$ cat src/rtl/dds_pkg.sv
package dds_pkg;
  parameter int FTW_W      = 32;
  parameter int POFF_W     = 14;
  parameter int PH_W       = 15;
  parameter int AMP_W      = 10;
  parameter int NPROF      = 4;
  parameter int SYNC_DIV   = 8;
  parameter int UPD_LAT    = 83;
  parameter int PIPE_DEPTH = 3;

  localparam int PROF_W = $clog2(NPROF);

  typedef struct packed {
    logic [FTW_W-1:0]  ftw;
    logic [POFF_W-1:0] poff;
  } prof_t;
endpackage

$ cat src/rtl/dds_sync_ctrl.sv
module dds_sync_ctrl #(
  parameter int DIV  = 8,
  parameter int LAT  = 83,
  parameter int PIPE = 3
) (
  input  logic clk_i,
  input  logic rst_ni,
  input  logic upd_i,
  output logic sync_clk_o,
  output logic det_o,
  output logic commit_o
);
  localparam int DW  = $clog2(DIV);
  localparam int DLY = LAT - PIPE;
  localparam int CW  = $clog2(DLY + 1);

  logic [DW-1:0] div_q;
  logic          upd_s_q;
  logic [CW-1:0] pend_q;
  logic          tick;

  assign tick       = (div_q == DW'(DIV - 1));
  assign sync_clk_o = (div_q >= DW'(DIV / 2));
  assign det_o      = tick & upd_i & ~upd_s_q & (pend_q == '0);
  assign commit_o   = (pend_q == CW'(1));

  always_ff @(posedge clk_i or negedge rst_ni) begin
    if (!rst_ni) begin
      div_q   <= '0;
      upd_s_q <= 1'b0;
      pend_q  <= '0;
    end else begin
      div_q <= tick ? '0 : div_q + 1'b1;
      if (tick) upd_s_q <= upd_i;
      if (det_o)              pend_q <= CW'(DLY);
      else if (pend_q != '0)  pend_q <= pend_q - 1'b1;
    end
  end
endmodule

$ cat src/rtl/dds_profile_bank.sv
module dds_profile_bank
  import dds_pkg::*;
(
  input  logic                    clk_i,
  input  logic                    rst_ni,
  input  logic                    wr_en_i,
  input  logic [PROF_W-1:0]       wr_sel_i,
  input  prof_t                   wr_data_i,
  input  logic                    commit_i,
  input  logic [PROF_W-1:0]       rd_sel_i,
  output prof_t [NPROF-1:0]       act_o,
  output prof_t                   rd_o
);
  prof_t [NPROF-1:0] shadow_q;

  for (genvar g = 0; g < NPROF; g++) begin : g_prof
    always_ff @(posedge clk_i or negedge rst_ni) begin
      if (!rst_ni) begin
        shadow_q[g] <= '0;
        act_o[g]    <= '0;
      end else begin
        if (wr_en_i && wr_sel_i == PROF_W'(g)) shadow_q[g] <= wr_data_i;
        if (commit_i) act_o[g] <= shadow_q[g];
      end
    end
  end

  assign rd_o = act_o[rd_sel_i];
endmodule

$ cat src/rtl/dds_sine_map.sv
module dds_sine_map
  import dds_pkg::*;
(
  input  logic             clk_i,
  input  logic             rst_ni,
  input  logic [PH_W-1:0]  ph_i,
  output logic [AMP_W-1:0] amp_o
);
  localparam int QW   = PH_W - 2;
  localparam int HALF = 2 ** (QW + 1);
  localparam int PEAK = 2 ** (AMP_W - 1) - 1;
  localparam int PW   = 2 * QW + 2 + AMP_W;

  logic [QW:0]      q;
  logic [QW+1:0]    comp;
  logic [PW-1:0]    prod;
  logic [AMP_W-2:0] mag;
  logic [AMP_W-1:0] mag_ext;

  // mirror on odd quadrants, negate on the lower half wave
  assign q       = ph_i[PH_W-2] ? ((QW+1)'(2 ** QW) - {1'b0, ph_i[QW-1:0]})
                                : {1'b0, ph_i[QW-1:0]};
  assign comp    = (QW+2)'(HALF) - {1'b0, q};
  assign prod    = PW'(q) * PW'(comp) * PW'(PEAK);
  assign mag     = (AMP_W-1)'(prod >> (2 * QW));
  assign mag_ext = {1'b0, mag};

  always_ff @(posedge clk_i or negedge rst_ni) begin
    if (!rst_ni) amp_o <= '0;
    else         amp_o <= ph_i[PH_W-1] ? (~mag_ext + 1'b1) : mag_ext;
  end
endmodule

$ cat src/rtl/dds_phase_core.sv
module dds_phase_core
  import dds_pkg::*;
(
  input  logic              clk_i,
  input  logic              rst_ni,
  input  logic              wr_en_i,
  input  logic [PROF_W-1:0] wr_prof_i,
  input  logic [FTW_W-1:0]  wr_ftw_i,
  input  logic [POFF_W-1:0] wr_poff_i,
  input  logic [PROF_W-1:0] prof_sel_i,
  input  logic              upd_i,
  input  logic              acc_clr_i,
  output logic              sync_clk_o,
  output logic [AMP_W-1:0]  amp_o
);
  localparam int OFF_SH = FTW_W - POFF_W;
  localparam int TR_SH  = FTW_W - PH_W;

  logic              upd_det;
  logic              commit;
  prof_t [NPROF-1:0] act_prof;
  prof_t             sel_prof;
  prof_t             wr_data;

  logic [FTW_W-1:0]  acc_q;
  logic [POFF_W-1:0] poff_q;
  logic [FTW_W-1:0]  phase_sum;
  logic [PH_W-1:0]   ph_q;

  dds_sync_ctrl #(
    .DIV (SYNC_DIV),
    .LAT (UPD_LAT),
    .PIPE(PIPE_DEPTH)
  ) u_sync (
    .clk_i     (clk_i),
    .rst_ni    (rst_ni),
    .upd_i     (upd_i),
    .sync_clk_o(sync_clk_o),
    .det_o     (upd_det),
    .commit_o  (commit)
  );

  assign wr_data = '{ftw: wr_ftw_i, poff: wr_poff_i};

  dds_profile_bank u_bank (
    .clk_i    (clk_i),
    .rst_ni   (rst_ni),
    .wr_en_i  (wr_en_i),
    .wr_sel_i (wr_prof_i),
    .wr_data_i(wr_data),
    .commit_i (commit),
    .rd_sel_i (prof_sel_i),
    .act_o    (act_prof),
    .rd_o     (sel_prof)
  );

  // offset registered beside the accumulator so both paths share one latency
  assign phase_sum = acc_q + {poff_q, {OFF_SH{1'b0}}};

  always_ff @(posedge clk_i or negedge rst_ni) begin
    if (!rst_ni) begin
      acc_q  <= '0;
      poff_q <= '0;
      ph_q   <= '0;
    end else begin
      acc_q  <= acc_clr_i ? '0 : acc_q + sel_prof.ftw;
      poff_q <= sel_prof.poff;
      ph_q   <= PH_W'(phase_sum >> TR_SH);
    end
  end

  dds_sine_map u_sine (
    .clk_i (clk_i),
    .rst_ni(rst_ni),
    .ph_i  (ph_q),
    .amp_o (amp_o)
  );
endmodule

$ cat config.mk
export PLATFORM = sky130hd
export DESIGN_NAME = dds_phase_core
export DESIGN_NICKNAME = d
export VERILOG_FILES = /design/src/rtl/dds_pkg.sv /design/src/rtl/dds_sync_ctrl.sv /design/src/rtl/dds_profile_bank.sv /design/src/rtl/dds_sine_map.sv /design/src/rtl/dds_phase_core.sv
export SDC_FILE = /design/constraint.sdc
export NUM_CORES = 1
export LEC_CHECK = 0
export BUFFER_PORTS_ARGS = -buffer_cell sky130_fd_sc_hd__buf_2
export CORE_MARGIN = 5
export CORE_UTILIZATION = 50
export DETAILED_ROUTE_END_ITERATION = 16
export PLACE_DENSITY = 0.68
export RECOVER_POWER = 50
export SETUP_SLACK_MARGIN = 0.1
export SLEW_MARGIN = 25
export SYNTH_ARGS = -nofsm -noshare
export SYNTH_HDL_FRONTEND = slang
export SYNTH_HIERARCHICAL = 1
export SYNTH_SLANG_ARGS = --single-unit
$ cat constraint.sdc
create_clock -name clk_i -period 13.7 [get_ports clk_i]
set_clock_uncertainty 0.05 [all_clocks]
set_input_delay 0.685 -clock clk_i [delete_from_list [all_inputs] [get_ports clk_i]]
set_output_delay 0.685 -clock clk_i [all_outputs]
set_load 0.05 [all_outputs]
==> out/metrics.cfg <==
[drt]
postRouteAntennaNets=0
wl_um=67000
first_iter_violations=971
firstDrtPassIters=5
routed_via_density=5.42
num_vias=19800
drc=0
wl_per_cell_um=18.3

[critical_path]
cp.buffers_inverters=11
cp.required_ns=14.14
rr_startpoint=ph_q[1]
slowest_delay_ns=0.61
regToRegEndpoint=u_sine/amp_o[5]
crit_family=adder cells
cp_data_arrival_time_ns=13.50
rr_worst_depth=50
rrSetupSlack_ns=0.64
cp_num_cells=50
endpoint_kind=flop
crit_fanout=13
critPathKind=flop to flop
cp_slowest_cell=fa_2
worst_setup_path_start_kind=flop

[yosys]
yosys_warnings=6
syn-cell-area_um2=32400
syn_inst=2692
syn_avg_cell_area_um2=12.0

[sta]
setup_viol=0
hold_viol=0
fin_hold_ws_ns=0.310
fmax_mhz=76.6
drv_slew=545
finalSetupTns_ns=0
tightest_slew_ns=6.05
slew-limit-headroom_pct=-303
rsz0062_at_grt=no
period_needed_ns=13.06
fin_crit_sh_pct=95.3

[flow_run]
cap_violations=9

[finish]
regArea_um2=11300
syn2layout_area_growth_pct=6.93
multi_input_area_um2=18800
layout-drive-gt1-share_pct=19.4
nNetsFinal=3305
fin_area_um2=34700
fillers=5505
most-common-layout-cells=dfrtp_1, inv_1, fa_1, mux2_2, ha_1
final_common_cell=dfrtp_1
finish.utilization_pct=53.9

[hold_path]
min_from=wr_poff_i[8]
hold_end=u_bank/shadow_q[146]
min_delay_path_depth=2
hold_class=primary input to flop

[clock_tree]
htreeDepth=2
worstSkewPairLatency_ns=0.58
cts_made_buffers=45
cts.sinks=450
holdBufCountCts=0
tritoncts=yes
cts-root-buf=clkbuf_16
cts_buffer_depth=3
clkSlewWorstSetupHoldPaths_ns=0.07

[placement]
place_area_um2=33600
detailed_place_hpwl_um=49500
gp_congestion=0.891
numPortBuffers=65

[grt]
track_usage_pct=19.5
grt_pass1_vias=22100
grt_first_pass_wirelength_um=113000
antenna_found_initial=6
grt-ovfl-total=0
grt_start_max_net_pins=196

[run_status]
violations=capacitance limit, slew limit
status=finished, violations left

[floorplan]
io_pins=66
die_area_um2=70000
die_y_um=265
placementRows=93
core-area_um2=64300
start_util_pct=50.4
die_x_um=265

[flip-flops by register name, summed over array words and instances (netlist names)]
| signal | count |
|---|---|
| u_sync/pend_q | 7 |
| acc_q | 32 |
| u_sync/div_q | 3 |
| ph_q | 15 |
| u_bank/shadow_q | 184 |
| poff_q | 14 |
| u_sine/amp_o | 10 |
| u_sync/upd_s_q | 1 |
| u_bank/act_o | 184 |
[timing repair]
item	4_1_cts	5_1_grt
setup endpoints to repair	0	9
resized for setup	0	18
setup buffers	0	3
[routing by layer]
| metal | up-vias | GRT usage [%] | part of all wire, % |
|---|---|---|---|
| met2 | 374 | 34.0 | 51 |
| li1 | 9090 | - | - |
| met5 | - | 0 | 0.060 |
| met4 | 6 | 5.37 | 2.8 |
| met3 | 119 | 3.12 | 4.3 |
| met1 | 10200 | 25.5 | 42 |
[cell type report]
cell class	instances	area share, %
Antenna cell	2	0.0144
Clock buffer	69	3.80
Clock inverter	13	0.386
Inverter	405	4.38
Multi-Input combinational cell	1762	54.2
Sequential cell	450	32.5
Tap cell	855	3.09
Timing Repair Buffer	102	1.62
[metrics by stage]
step           worst slack [ns]  cells
3_5_place_dp              0.305   3570
4_1_cts                   0.264   3652
5_1_grt                  0.0535   3657
2_1_floorplan             0.762   2705
6_report                  0.639   3658
3_3_place_gp              0.703   3570
[worst max-delay path by stage]
stage | start | endpoint
after global placement | ph_q[1] | u_sine/amp_o[9]
after floorplan | ph_q[0] | u_sine/amp_o[5]
after global routing | ph_q[1] | u_sine/amp_o[5]
after detailed placement | ph_q[1] | u_sine/amp_o[5]
after CTS | ph_q[1] | u_sine/amp_o[8]
final | ph_q[1] | u_sine/amp_o[5]
Power is not shown: default switching activity piles up to over one toggle a cycle in this logic, so the estimate is an artifact.
